## src/rtl/tcc_pkg.sv

```systemverilog
package tcc_pkg;
  localparam int CH_N   = 8;
  localparam int CNT_W  = 16;
  localparam int ADDR_W = 6;
  localparam int DATA_W = 8;
  localparam int IDX_W  = $clog2(CH_N);

  // configuration and one-cycle strobes from control to datapath
  typedef struct packed {
    logic              tmrEn;
    logic              paccEn;
    logic              fastClr;
    logic [CH_N-1:0]   chMode;
    logic [2*CH_N-1:0] edgeSel;
    logic              ovfClr;
    logic              cntTouch;
    logic [CH_N-1:0]   flagClr;
    logic [CH_N-1:0]   chCommit;
    logic [CNT_W-1:0]  commitData;
  } tccStb_t;
endpackage

```

## src/rtl/tcc_channel.sv

```systemverilog
module tcc_channel
  import tcc_pkg::*;
#(
  parameter bit PRESENT = 1'b1
) (
  input  logic             clk,
  input  logic             rstN,
  input  logic             capSync,
  input  logic             mode,
  input  logic [1:0]       edgeSel,
  input  logic [CNT_W-1:0] cnt,
  input  logic [CNT_W-1:0] cntNext,
  input  logic             advance,
  input  logic             commit,
  input  logic [CNT_W-1:0] commitData,
  input  logic             flagClr,
  output logic [CNT_W-1:0] value,
  output logic             flag,
  output logic             toggleOut
);
  logic prevIn;
  logic rise, fall, capHit, cmpHit;

  assign rise = capSync & ~prevIn;
  assign fall = ~capSync & prevIn;

  always_comb begin
    capHit = 1'b0;
    if (PRESENT && !mode) begin
      unique case (edgeSel)
        2'b01:   capHit = rise;
        2'b10:   capHit = fall;
        2'b11:   capHit = rise | fall;
        default: capHit = 1'b0;
      endcase
    end
  end

  assign cmpHit = PRESENT && mode && advance && (cntNext == value);

  always_ff @(posedge clk or negedge rstN) begin
    if (!rstN) begin
      prevIn    <= 1'b0;
      value     <= '0;
      flag      <= 1'b0;
      toggleOut <= 1'b0;
    end else if (!PRESENT) begin
      prevIn    <= 1'b0;
      value     <= '0;
      flag      <= 1'b0;
      toggleOut <= 1'b0;
    end else begin
      prevIn <= capSync;
      if (capHit)
        value <= cnt;
      else if (commit && mode)
        value <= commitData;
      if (capHit || cmpHit)
        flag <= 1'b1;
      else if (flagClr)
        flag <= 1'b0;
      if (cmpHit)
        toggleOut <= ~toggleOut;
    end
  end
endmodule

```

## src/rtl/tcc_datapath.sv

```systemverilog
module tcc_datapath
  import tcc_pkg::*;
#(
  parameter logic [CH_N-1:0] PRESENT_MASK = '1
) (
  input  logic                       clk,
  input  logic                       rstN,
  input  logic                       tick,
  input  logic [CH_N-1:0]            capIn,
  input  tccStb_t                    stb,
  output logic [CNT_W-1:0]           cnt,
  output logic [CH_N-1:0][CNT_W-1:0] chanReg,
  output logic [CH_N-1:0]            chFlag,
  output logic [CH_N-1:0]            cmpOut,
  output logic                       ovfFlag
);
  logic             advance, wrap;
  logic [CNT_W-1:0] cntNext;
  logic [CH_N-1:0]  syncA, syncB;

  assign advance = stb.tmrEn & tick;
  assign cntNext = cnt + 1'b1;
  assign wrap    = advance && (cnt == {CNT_W{1'b1}});

  always_ff @(posedge clk or negedge rstN) begin
    if (!rstN) begin
      cnt     <= '0;
      ovfFlag <= 1'b0;
      syncA   <= '0;
      syncB   <= '0;
    end else begin
      syncA <= capIn;
      syncB <= syncA;
      if (advance)
        cnt <= cntNext;
      if (wrap)
        ovfFlag <= 1'b1;
      else if (stb.ovfClr || stb.cntTouch)
        ovfFlag <= 1'b0;
    end
  end

  for (genvar g = 0; g < CH_N; g++) begin : g_ch
    tcc_channel #(.PRESENT(PRESENT_MASK[g])) u_ch (
      .clk       (clk),
      .rstN      (rstN),
      .capSync   (syncB[g]),
      .mode      (stb.chMode[g]),
      .edgeSel   (stb.edgeSel[2*g +: 2]),
      .cnt       (cnt),
      .cntNext   (cntNext),
      .advance   (advance),
      .commit    (stb.chCommit[g]),
      .commitData(stb.commitData),
      .flagClr   (stb.flagClr[g]),
      .value     (chanReg[g]),
      .flag      (chFlag[g]),
      .toggleOut (cmpOut[g])
    );
  end
endmodule

```

## src/rtl/tcc_ctrl.sv

```systemverilog
module tcc_ctrl
  import tcc_pkg::*;
(
  input  logic                       clk,
  input  logic                       rstN,
  input  logic                       busSel,
  input  logic                       busWr,
  input  logic [ADDR_W-1:0]          busAddr,
  input  logic [DATA_W-1:0]          busWdata,
  output logic [DATA_W-1:0]          busRdata,
  input  logic [CNT_W-1:0]           cnt,
  input  logic [CH_N-1:0][CNT_W-1:0] chanReg,
  input  logic [CH_N-1:0]            chFlag,
  input  logic                       ovfFlag,
  output tccStb_t                    stb
);
  localparam logic [ADDR_W-1:0] A_CTL  = 6'h00;
  localparam logic [ADDR_W-1:0] A_MODE = 6'h01;
  localparam logic [ADDR_W-1:0] A_EDL  = 6'h02;
  localparam logic [ADDR_W-1:0] A_EDH  = 6'h03;
  localparam logic [ADDR_W-1:0] A_FLG  = 6'h04;
  localparam logic [ADDR_W-1:0] A_OVF  = 6'h05;
  localparam logic [ADDR_W-1:0] A_CNTH = 6'h06;
  localparam logic [ADDR_W-1:0] A_CNTL = 6'h07;

  logic              tmrEn, paccEn, fastClr;
  logic [CH_N-1:0]   chMode;
  logic [2*CH_N-1:0] edgeSel;
  logic [DATA_W-1:0] wrStage, rdLatch;
  logic              wrAcc, rdAcc, isChan, isCnt, isHi;
  logic [IDX_W-1:0]  chIdx;

  assign wrAcc  = busSel & busWr;
  assign rdAcc  = busSel & ~busWr;
  assign isChan = (busAddr[ADDR_W-1:4] == 2'b01);
  assign isCnt  = (busAddr == A_CNTH) || (busAddr == A_CNTL);
  assign isHi   = ~busAddr[0];
  assign chIdx  = busAddr[IDX_W:1];

  always_ff @(posedge clk or negedge rstN) begin
    if (!rstN) begin
      tmrEn   <= 1'b0;
      paccEn  <= 1'b0;
      fastClr <= 1'b0;
      chMode  <= '0;
      edgeSel <= '0;
      wrStage <= '0;
      rdLatch <= '0;
    end else begin
      if (wrAcc) begin
        unique case (busAddr)
          A_CTL:   {tmrEn, paccEn, fastClr} <= busWdata[7:5];
          A_MODE:  chMode <= busWdata;
          A_EDL:   edgeSel[DATA_W-1:0] <= busWdata;
          A_EDH:   edgeSel[2*CH_N-1:DATA_W] <= busWdata;
          default: if (isChan && isHi) wrStage <= busWdata;
        endcase
      end
      if (rdAcc && isChan && isHi)
        rdLatch <= chanReg[chIdx][DATA_W-1:0];
      else if (rdAcc && busAddr == A_CNTH)
        rdLatch <= cnt[DATA_W-1:0];
    end
  end

  always_comb begin
    unique case (busAddr)
      A_CTL:   busRdata = {tmrEn, paccEn, fastClr, 5'b0};
      A_MODE:  busRdata = chMode;
      A_EDL:   busRdata = edgeSel[DATA_W-1:0];
      A_EDH:   busRdata = edgeSel[2*CH_N-1:DATA_W];
      A_FLG:   busRdata = chFlag;
      A_OVF:   busRdata = {ovfFlag, 7'b0};
      A_CNTH:  busRdata = cnt[CNT_W-1:DATA_W];
      A_CNTL:  busRdata = rdLatch;
      default: begin
        if (isChan)
          busRdata = isHi ? chanReg[chIdx][CNT_W-1:DATA_W] : rdLatch;
        else
          busRdata = '0;
      end
    endcase
  end

  always_comb begin
    stb            = '0;
    stb.tmrEn      = tmrEn;
    stb.paccEn     = paccEn;
    stb.fastClr    = fastClr;
    stb.chMode     = chMode;
    stb.edgeSel    = edgeSel;
    stb.ovfClr     = wrAcc && (busAddr == A_OVF) && busWdata[7] && (tmrEn || paccEn);
    stb.cntTouch   = busSel && isCnt && fastClr;
    stb.flagClr    = (wrAcc && busAddr == A_FLG) ? busWdata : '0;
    stb.commitData = {wrStage, busWdata};
    if (wrAcc && isChan && !isHi)
      stb.chCommit[chIdx] = 1'b1;
  end
endmodule

```

## src/rtl/tmr_capcmp_top.sv

```systemverilog
module tmr_capcmp_top
  import tcc_pkg::*;
#(
  parameter logic [CH_N-1:0] PRESENT_MASK = '1
) (
  input  logic              clk,
  input  logic              rstN,
  input  logic              tick,
  input  logic              busSel,
  input  logic              busWr,
  input  logic [ADDR_W-1:0] busAddr,
  input  logic [DATA_W-1:0] busWdata,
  output logic [DATA_W-1:0] busRdata,
  input  logic [CH_N-1:0]   capIn,
  output logic [CH_N-1:0]   cmpOut,
  output logic [CH_N-1:0]   chFlag,
  output logic              ovfFlag
);
  tccStb_t                    stb;
  logic [CNT_W-1:0]           cnt;
  logic [CH_N-1:0][CNT_W-1:0] chanReg;

  tcc_ctrl u_ctrl (
    .clk     (clk),
    .rstN    (rstN),
    .busSel  (busSel),
    .busWr   (busWr),
    .busAddr (busAddr),
    .busWdata(busWdata),
    .busRdata(busRdata),
    .cnt     (cnt),
    .chanReg (chanReg),
    .chFlag  (chFlag),
    .ovfFlag (ovfFlag),
    .stb     (stb)
  );

  tcc_datapath #(.PRESENT_MASK(PRESENT_MASK)) u_dp (
    .clk    (clk),
    .rstN   (rstN),
    .tick   (tick),
    .capIn  (capIn),
    .stb    (stb),
    .cnt    (cnt),
    .chanReg(chanReg),
    .chFlag (chFlag),
    .cmpOut (cmpOut),
    .ovfFlag(ovfFlag)
  );
endmodule

```

## config.mk

```make
export PLATFORM = sky130hd
export DESIGN_NAME = tmr_capcmp_top
export DESIGN_NICKNAME = d
export VERILOG_FILES = /design/src/rtl/tcc_pkg.sv /design/src/rtl/tcc_channel.sv /design/src/rtl/tcc_datapath.sv /design/src/rtl/tcc_ctrl.sv /design/src/rtl/tmr_capcmp_top.sv
export SDC_FILE = /design/constraint.sdc
export NUM_CORES = 1
export LEC_CHECK = 0
export BUFFER_PORTS_ARGS = -buffer_cell sky130_fd_sc_hd__buf_2
export CAP_MARGIN = 0
export CORE_ASPECT_RATIO = 1.4
export CORE_MARGIN = 8
export CORE_UTILIZATION = 60
export CTS_CLUSTER_DIAMETER = 30
export DETAILED_ROUTE_END_ITERATION = 7
export PLACE_DENSITY_LB_ADDON = 0.3
export SLEW_MARGIN = 10
export SYNTH_ARGS = -nofsm -noshare
export SYNTH_HDL_FRONTEND = slang
export SYNTH_SLANG_ARGS = --single-unit
```

## constraint.sdc

```tcl
create_clock -name clk -period 3.15 [get_ports clk]
set_input_delay 0.63 -clock clk [delete_from_list [all_inputs] [get_ports clk]]
set_output_delay 0.63 -clock clk [all_outputs]
set_load 0.05 [all_outputs]
```

# Yosys cells after proc, flatten, opt, wreduce, memory -nomap -nowiden
# Index checks and enable logic that the tools add are counted.
# W data, S select, Z words.
# classes
n_addsub	1
n_bitwise	54
n_reduce_logical	74
order_cmp	2
eq_ne	41
mux	61
# ops
operator	n
$mux W16	17
$eq A16 B16 Y1	8
$pmux W8 S8	1
$bmux W16 S3	1
$mux W8	6
$logic_and A1 B1 Y1	38
$reduce_bool A2 Y1	18
$eq A2 B2 Y1 const B	16
$mux W1	27
$not A1 Y1	27
$eq A6 B3 Y1 const B	4
$pmux W1 S3	8
$and A1 B1 Y1	19
$eq A2 B1 Y1 const B	9
$add A16 B1 Y16 const B	1
$eq A16 B16 Y1 const B	1
$eq A6 B2 Y1 const B	2
$logic_or A1 B1 Y1	11
$or A1 B1 Y1	8
$reduce_and A2 Y1	4
$eq A6 B1 Y1 const B	1
$logic_not A6 Y1	1
$lt A3 B4 Y1 const B	1
$reduce_or A4 Y1	1
3 further kinds	3
# totals
register_bits	228
output_inout_bits	25
elab_cells	277
in_bits	27

# Longest topological paths before layout
# Gate-level depths: netlist (run 1).
# depth
ltp_word	8
ltp_mapped	10
mapped_depth_nobuf	9

# By module
# From an unflattened synthesis (run 1), not the netlist that was laid out.
# hier_totals
hier_cells	1141
area_unflattened_um2	13217.7
# by_module_without_submodules
module	area_each_um2	cells_per_inst	seq_area_each_um2	n_inst
tcc_channel	1046.0	91	475.5	8
tcc_ctrl	3479.6	298	1076.0	1
tcc_datapath	1370.1	115	825.8	1

# Least setup slack after synthesis (run 1)
# Ideal clock, no wire load.
# synth_timing
path_kind	input -> output
start	in busAddr[2]
end	out busRdata[0]
n_path_buf	1
t_required_ps	2520
cell_stages	6
arrival_ps	3264
setup_slack_ps	-744
path_cell_list	clkbuf_1 -> nor2_1 -> nand2_1 -> nor3b_1 -> a21oi_1 -> a221oi_1
# synth_via
elab_chain_cells	5
word_cells_on_any_way	13
classes_between	eq/ne: 7; mux: 5; reduce/logical: 1
# synth_rtl
element	line	rtl
start: declaration	tmr_capcmp_top.sv:11	input logic [ADDR_W-1:0] busAddr,
$bmux W16 S3	tcc_ctrl.sv:78	busRdata = isHi ? chanReg[chIdx][CNT_W-1:DATA_W] : rdLatch;
$mux W16	n/a	
$mux W8	tcc_ctrl.sv:78	
$mux W8	tcc_ctrl.sv:77	if (isChan)
$pmux W8 S8 *	tcc_ctrl.sv:67	unique case (busAddr)
end: declaration	tmr_capcmp_top.sv:13	output logic [DATA_W-1:0] busRdata,
# Mark *: on every way between the ends. The rest lies on a longest branch, timed or not. The select of a mux whose other input is x is not followed.

# Worst setup path after layout (run 1)
# layout_timing
start	reg u_dp.g_ch[0].u_ch.value[11]
end	out busRdata[3]
# layout_via
elab_chain_cells	5
# layout_rtl
element	line	rtl
start: declaration	tcc_channel.sv:17	output logic [CNT_W-1:0] value,
start signal: assignment	tcc_channel.sv:55	value <= cnt;
start signal: assignment	tcc_channel.sv:57	value <= commitData;
$bmux W16 S3	tcc_ctrl.sv:78	
$mux W16	n/a	
$mux W8	tcc_ctrl.sv:78	
$mux W8	tcc_ctrl.sv:77	
$pmux W8 S8	tcc_ctrl.sv:67	
# No other way between the ends. The select of a mux whose other input is x is not followed.

==> results.toml, run 1 <==
[critical_path]
worstPathArrival_ps = 2480
end_kind = "output pin"
timing_worst_setup_path_type = "reg -> out"
cp-start-kind = "register"
critPathRequiredTime_ps = 2520
cp_max_fo = 5

[synthesis]
ys_types = 68
synth_most_common_cell = "dfrtp_1"
yosys_warnings = 0
synth_simple_gate_area_frac = 0.163
ys.flop_type = "dfrtp_1"
synth_common_cells = "dfrtp_1, nand2_1, nor2_1, xnor2_1, o21ai_0"
synth_top_area_share = 0.400
synth_nets = 1581
synth_cells = 1537
synth_edf_count = 0
synth_top_family_by_area = "simple AND/OR/NAND/NOR gates"
ys_ff_latch = 228
async_flop_share = 1.00
synth_xor_area_frac = 0.105
synth_area_leader_cell = "dfrtp_1"
syn_area_um2 = 14200
synthAdderAreaFrac = 0.0149
syn_avg_cell_area_um2 = 9.27
synth_compound_area_frac = 0.150
synthMuxAreaShare = 0.115
seq_area_frac_synth = 0.400
synth_area_leaders = "dfrtp_1, mux2i_1, xnor2_1"

[power]
pwr-share-seq = 0.378
static-leakage-power_uw = 0.00744
p_int_uw = 8370
totalPowerFinal_uw = 13500
power_density_nw_per_um2 = 797
netSwitchingFraction = 0.378
pwr-share-clk = 0.346
ir_drop_uv = 682
power.switching_uw = 5080
combPwrFrac = 0.275

[die]
die_h_um = 198
coreArea_um2 = 23300
io_pins = 52
die_area_um2 = 29000
rows = 66
initial_core_util = 0.612
dieWidth_um = 146

[placed_design]
place_ws_ps = 66.9
io_buffers = 51
place.gp.congestion = 1.05
placed_cells = 1894
place.detailed.hpwl_mm = 41.9

[sta]
fin_skew_ps = 19.2
slew_headroom = 0.339
timing.fmax_mhz = 322
worst_pin_slew_ps = 991
hold_viol_final = 0
finalCriticalPeriod_ps = 3110
setup_violations = 0
whs_ps = 36.2
layout_setup_ws_ps = 42.1
final_max_slew_viol_count = 0
rsz0062_at_grt = "yes"
period_share = 0.987

[drt]
wl_per_cell_um = 29.8
drc = 0
drt_first_iter_violations = 1979
drtPass1Iterations = 6
detail-route-antenna-nets = 0
vias = 13630
viasPerCell = 6.93
wl_mm = 58.6

[finish]
area_delta_synth_final_pct = 18.5
antenna_cells = 0
final_cells = 1967
nNetsFinal = 1675
drive_gt1_frac = 0.208

[run_status]
outcome = "finished clean"

[clocking]
hold_buffers = 0
clock-root-buffer = "clkbuf_16"
clockBufferDepth = 3
htreeDepth = 2
insertion_delay_ps = 550
clk_pin_slew_ps = 60
cts_sinks = 228
numCtsBuffers = 41
cts_tree = "built"

[worst_hold_path]
hp-class = "in -> async"

[global_routing]
grt_pass1_vias = 13433
grt_max_degree = 76
overflow = 0
antenna_found_initial = 0
grt_first_pass_wirelength_mm = 87.0
grt_usage = 0.403

[job]
cap_violations = 0
per-stage QoR:
stage               cell area (um2)   util  TNS, ps
floorplan                     14300      -        0
detailed placement            15400  0.661        0
finish                        16900  0.725        0
CTS                           16900  0.724        0
global route                  16900  0.725    -53.0
global placement              15400  0.661        0
placed cells by master, fill, tap and decap left out, types with 36 or more instances in the layout:
master and instances:
o22ai_1 51, a21oi_1 52, dfrtp_1 227, buf_2 50, inv_1 36, xor2_1 61, o21ai_0 89, buf_4 129
mux2_2 40, nand3_1 36, xnor2_1 90, clkbuf_16 43, nor2_1 141, nand2_1 181, mux2i_1 83
power by group through the flow:
stage	Combinational, uW	Clock, uW	Sequential, uW
global route	3970	4770	5100
finish	3700	4660	5090
global placement	3480	0	5020
floorplan	2630	0	4360
detailed placement	3540	0	5020
CTS	3580	4650	4990
cells by family (layout without fill, tap and decap cells):
group | after synthesis | count (layout)
buffers and inverters | 170 | 294
adders and majority gates | 17 | 17
xor gates and xnor gates | 159 | 159
AOI/OAI and AO/OA | 329 | 329
muxes | 139 | 139
DFF | 228 | 228
and+or+nand+nor | 495 | 495
flip-flops by register name, summed over array words and instances (netlist names):
register,cells
u_dp.g_ch.u_ch.value,128
u_ctrl.chMode,8
u_dp.cnt,16
u_dp.ovfFlag,1
u_dp.g_ch.u_ch.flag,8
u_ctrl.edgeSel,16
u_ctrl.paccEn,1
u_ctrl.wrStage,8
u_dp.syncB,8
u_ctrl.tmrEn,1
u_dp.syncA,8
u_dp.g_ch.u_ch.prevIn,8
u_dp.g_ch.u_ch.toggleOut,8
u_ctrl.fastClr,1
u_ctrl.rdLatch,8
critical path: stages (launching register included):
cell,delay [ps]
dfrtp_1,530
mux4_2,550
mux2i_1,320
nor2_1,80
a21oi_1,130
o211ai_1,100
buf_2,240
per-layer routing:
layer	GRT usage	up-vias	wire, um
met3	0.122	285	7370
li1	-	5680	-
met1	0.479	6559	20500
met4	0.267	0	4390
met5	0	-	0
met2	0.625	1106	26400
final timing paths:
path	slack, ps	from	cells after the start	to
min reg2reg	350	u_dp.syncA[3]	0	u_dp.syncB[3]
max in group asynchronous	2260	rstN	2	u_dp.cnt[2]
min	40	rstN	1	u_dp.g_ch[5].u_ch.prevIn
max reg2reg	80	u_dp.cnt[0]	10	u_dp.g_ch[0].u_ch.toggleOut
max	40	u_dp.g_ch[0].u_ch.value[11]	6	busRdata[3]
min in group clk	190	capIn[7]	1	u_dp.syncA[7]
cell type report:
cell class	count	area, um2
multi-input cells	1139	7880
flip-flops and latches	228	5710
repair buffers	184	1310
inverters	37	139
clock inverters	17	221
fillers	1725	6410
well taps	306	383
clock buffers	56	1230
timing repair:
| item | 4_1_cts | 5_1_grt |
|---|---|---|
| resized for setup | 0 | 7 |
| setup buffers | 0 | 0 |
| endpoints found under the setup margin | 0 | 12 |
Note: power is estimated with default switching activity, not from simulation.
==> run 2, diff against run 1 <==
==> constraint.sdc (replaced) <==
create_clock -name clk -period 3.46 [get_ports clk]
set_input_delay 0.692 -clock clk [delete_from_list [all_inputs] [get_ports clk]]
set_output_delay 0.692 -clock clk [all_outputs]
set_load 0.05 [all_outputs]
==> run 2 against run 1 <==
Cell area fell by 2.2%. Sequential share of layout area rose by 0.76 points. Combinational power fell by 13%. Via count fell by 0.72%. Critical endpoint is now u_dp.g_ch[6].u_ch.toggleOut. Largest power group unchanged. Highest routed layer is now met5.
==> results.toml, run 2 (synthesized netlist as in run 1, its figures left out) <==
[drt]
wl_mm = 57.7
vias = 13532
drt_first_iter_violations = 1792
detail-route-antenna-nets = 0
viasPerCell = 6.99
wl_per_cell_um = 29.8
drc = 0
drtPass1Iterations = 6

[clocking]
insertion_delay_ps = 550
clock-root-buffer = "clkbuf_16"
numCtsBuffers = 39
clockBufferDepth = 3
htreeDepth = 2
cts_tree = "built"
clk_pin_slew_ps = 60
post_cts_resized = 0
hold_buffers = 0
cts_setup_buffers = 0
cts_sinks = 228

[global_routing]
overflow = 0
grt_pass1_vias = 13556
antenna_found_initial = 1
grt_max_degree = 82
grt_usage = 0.399
grt_first_pass_wirelength_mm = 86.4

[sta]
slew_headroom = 0.280
final_max_slew_viol_count = 0
timing.fmax_mhz = 294
setup_tns_ps = 0
hold_viol_final = 0
fin_skew_ps = 31.9
rsz0062_at_grt = "no"
setup_violations = 0
worst_pin_slew_ps = 1080
whs_ps = 103
period_share = 0.982
layout_setup_ws_ps = 61.2
finalCriticalPeriod_ps = 3400

[finish]
final_common_cell = "dfrtp_1"
nNetsFinal = 1645
antenna_cells = 0
drive_gt1_frac = 0.190
largest_reg_flops = 128
top_regs = "u_dp.g_ch.u_ch.value (128), u_ctrl.edgeSel (16), u_dp.cnt (16)"
final_cell_mix = "dfrtp_1, nand2_1, nor2_1"
area_delta_synth_final_pct = 15.8
top_register = "u_dp.g_ch.u_ch.value"

[run_status]
outcome = "finished clean"

[critical_path]
critPathRequiredTime_ps = 3870
worstPathArrival_ps = 3810
timing_worst_setup_path_type = "reg -> reg"
cp-start-kind = "register"
end_kind = "register"
cp_max_fo = 5

[die]
coreArea_um2 = 23300
die_area_um2 = 29000
die_h_um = 198
io_pins = 52
rows = 66
dieWidth_um = 146
initial_core_util = 0.612

[placed_design]
place_ws_ps = 193
place.gp.congestion = 1.06
place.detailed.hpwl_mm = 41.7
io_buffers = 51

[power]
ir_drop_uv = 591
power_density_nw_per_um2 = 710
static-leakage-power_uw = 0.00722

[job]
cap_violations = 0

[worst_hold_path]
hp-class = "in -> async"
-- run 2: changes by cell type in the layout (fill, tap and decap cells not counted), sizes merged --
| cell | before | now |
|---|---|---|
| clkinv | 6 | 9 |
| buf | 184 | 156 |
| inv | 41 | 45 |
| bufinv | 4 | 3 |
| clkbuf | 56 | 44 |
| clkinvlp | 3 | 6 |
-- run 2: metrics by stage --
step | instance area (um2) | utilization | power, uW | instances
after floorplan | 14300 | - | 6360 | 1537
after global placement | 15200 | 0.652 | 7590 | 1866
after detailed placement | 15200 | 0.652 | 7660 | 1866
after CTS | 16500 | 0.709 | 11600 | 1936
after global routing | 16500 | 0.709 | 12100 | 1936
final | 16500 | 0.709 | 11700 | 1936
-- run 2: path summary, 6_finish.rpt --
path	startpoint	to	slack [ps]	cells past startpoint
min in group clk	capIn[7]	u_dp.syncA[7]	250	1
worst min register to register	u_dp.syncA[7]	u_dp.syncB[7]	350	0
worst min-delay path	rstN	u_dp.g_ch[5].u_ch.prevIn	100	1
worst max-delay path	u_dp.cnt[0]	u_dp.g_ch[6].u_ch.toggleOut	60	11
max in group asynchronous	rstN	u_dp.g_ch[1].u_ch.value[15]	2470	2
worst max register to register	u_dp.cnt[0]	u_dp.g_ch[6].u_ch.toggleOut	60	11
-- run 2: layout make-up --
| class | count | area (um2) |
|---|---|---|
| well taps | 306 | 383 |
| clock buffers | 44 | 1020 |
| fillers | 1855 | 6790 |
| repair buffers | 156 | 1090 |
| multi-input cells | 1139 | 7860 |
| flip-flops and latches | 228 | 5710 |
| clock inverters | 26 | 299 |
| inverters | 37 | 139 |
-- run 2: worst max-delay path, stage by stage (launching register included) --
cell and delay (ps):
dfrtp_1 380, ha_1 320, buf_4 220, xnor2_4 270, buf_4 190, xnor2_1 70
a311oi_1 320, o211ai_1 160, nor4_1 610, buf_4 230, nand4_1 260, xnor2_1 220
-- run 2: routing by layer --
layer	GRT usage	share of wire
met5	0	0.00023
met4	0.297	0.088
met3	0.107	0.12
met2	0.627	0.45
met1	0.466	0.35
-- run 2: power by group --
| group | switching, uW | internal, uW |
|---|---|---|
| registers | 1220 | 3380 |
| logic | 1830 | 1390 |
| clock network | 1490 | 2410 |
| total | 4540 | 7180 |
==> run 3, diff against run 2 <==
--- a/config.mk
+++ b/config.mk
@@ -13,6 +13,7 @@
 export CTS_CLUSTER_DIAMETER = 30
 export DETAILED_ROUTE_END_ITERATION = 7
 export PLACE_DENSITY_LB_ADDON = 0.3
+export SETUP_SLACK_MARGIN = 0.4
 export SLEW_MARGIN = 10
 export SYNTH_ARGS = -nofsm -noshare
 export SYNTH_HDL_FRONTEND = slang
==> run 3 against run 2 <==
Count of clock-buffer cells in the layout increased by 6. Wire length increased by 0.37%. Largest cell class unchanged. Sequential share of layout area decreased by 0.50 points.
==> results.toml, run 3 (synthesized netlist as in run 1, its figures left out) <==
[sta]
fin_skew_ps = 27.9
finalCriticalPeriod_ps = 3070
worst_pin_slew_ps = 1120
slew_headroom = 0.250
hold_viol_final = 0
setup_tns_ps = 0
period_share = 0.888
setup_violations = 0
timing.fmax_mhz = 325
rsz0062_at_grt = "yes"
final_max_slew_viol_count = 0

[die]
rows = 66
initial_core_util = 0.612
dieWidth_um = 146
io_pins = 52
die_area_um2 = 29000
die_h_um = 198
coreArea_um2 = 23300

[run_status]
outcome = "finished clean"

[drt]
detail-route-antenna-nets = 0
drt_first_iter_violations = 1882
wl_per_cell_um = 29.8
drtPass1Iterations = 6
drc = 0
wl_mm = 57.9
viasPerCell = 6.98
vias = 13565

[finish]
top_register = "u_dp.g_ch.u_ch.value"
nNetsFinal = 1652
nFillCells = 1726
area_delta_synth_final_pct = 17.7
final_common_cell = "dfrtp_1"
largest_reg_flops = 128
final_cell_mix = "dfrtp_1, nand2_1, nor2_1"
drive_gt1_frac = 0.207
top_regs = "u_dp.g_ch.u_ch.value (128), u_ctrl.edgeSel (16), u_dp.cnt (16)"

[placed_design]
place.gp.congestion = 1.01
io_buffers = 51
place.detailed.hpwl_mm = 41.8

[global_routing]
grt_max_degree = 91
grt_pass1_vias = 13467
overflow = 0
grt_first_pass_wirelength_mm = 86.0
grt_usage = 0.399
antenna_found_initial = 1

[clocking]
clockBufferDepth = 3
insertion_delay_ps = 540
numCtsBuffers = 38
clk_pin_slew_ps = 60
hold_buffers = 0
cts_tree = "built"
htreeDepth = 2
clock-root-buffer = "clkbuf_16"
cts_sinks = 228

[power]
static-leakage-power_uw = 0.00730
totalPowerFinal_uw = 11900
ir_drop_uv = 768
power_density_nw_per_um2 = 710

[critical_path]
critPathRequiredTime_ps = 3910
timing_worst_setup_path_type = "reg -> reg"
end_kind = "register"
cp-start-kind = "register"
cp_max_fo = 6
worstPathArrival_ps = 3520

[job]
cap_violations = 0

[worst_hold_path]
hp-class = "in -> async"
[run 3: timing repair]
item / CTS / global route
gates cloned: 0 / 0
setup buffers: 0 / 3
endpoints found under the setup margin: 13 / 21
gates resized for setup: 17 / 39
pin swaps: 1 / 2
[run 3: layout make-up]
class | instances | area, um2 | area share
Clock buffer | 50 | 1090 | 0.0650
Clock inverter | 18 | 244 | 0.0145
Sequential cell | 228 | 5720 | 0.341
Inverter | 37 | 139 | 0.00828
Timing Repair Buffer | 164 | 1210 | 0.0724
Tap cell | 306 | 383 | 0.0228
Multi-Input combinational cell | 1139 | 7980 | 0.476
Antenna cell | 2 | 5.00 | 0.000298
[run 3: metrics by stage]
| step | hold WS, ps | cells | setup slack [ps] | cell area, um2 | utilization |
|---|---|---|---|---|---|
| global placement | 335 | 1871 | 145 | 15200 | 0.654 |
| finish | 177 | 1944 | 387 | 16800 | 0.720 |
| detailed placement | 338 | 1871 | 160 | 15200 | 0.654 |
| CTS | 200 | 1939 | 379 | 16600 | 0.714 |
| floorplan | 331 | 1537 | 395 | 14400 | - |
| global route | 230 | 1942 | 360 | 16800 | 0.720 |
[run 3: report_power, final]
part	leakage, uW	internal (uW)	switching (uW)
clock	0.000642	2590	1380
sequential	0.00289	3390	1270
combinational	0.00377	1450	1830
total	0.00730	7440	4480
[run 3: critical path, stage by stage, from the launching register on]
cell,delay [ps]
dfrtp_1,400
ha_4,210
and4_1,450
and4_4,420
xnor2_4,150
xnor2_1,160
or4_1,510
nor4b_2,340
buf_4,200
xor2_1,150
[run 3: path summary, 6_finish.rpt]
path / end / startpoint / slack, ps / cells after the start
min reg2reg: u_dp.syncB[4] / u_dp.syncA[4] / 350 / 0
max reg2reg: u_dp.g_ch[0].u_ch.toggleOut / u_dp.cnt[0] / 390 / 9
max in group asynchronous: u_dp.g_ch[3].u_ch.value[12] / rstN / 2370 / 2
max: u_dp.g_ch[0].u_ch.toggleOut / u_dp.cnt[0] / 390 / 9
min in group clk: u_dp.syncA[5] / capIn[5] / 250 / 1
min: u_dp.syncB[7] / rstN / 180 / 1
[run 3: layer usage]
| layer | track usage | wire length [um] | up-vias |
|---|---|---|---|
| met5 | 0 | 0 | - |
| li1 | - | - | 5637 |
| met3 | 0.117 | 7130 | 309 |
| met2 | 0.620 | 25700 | 1083 |
| met1 | 0.468 | 20200 | 6536 |
| met4 | 0.285 | 4850 | 0 |
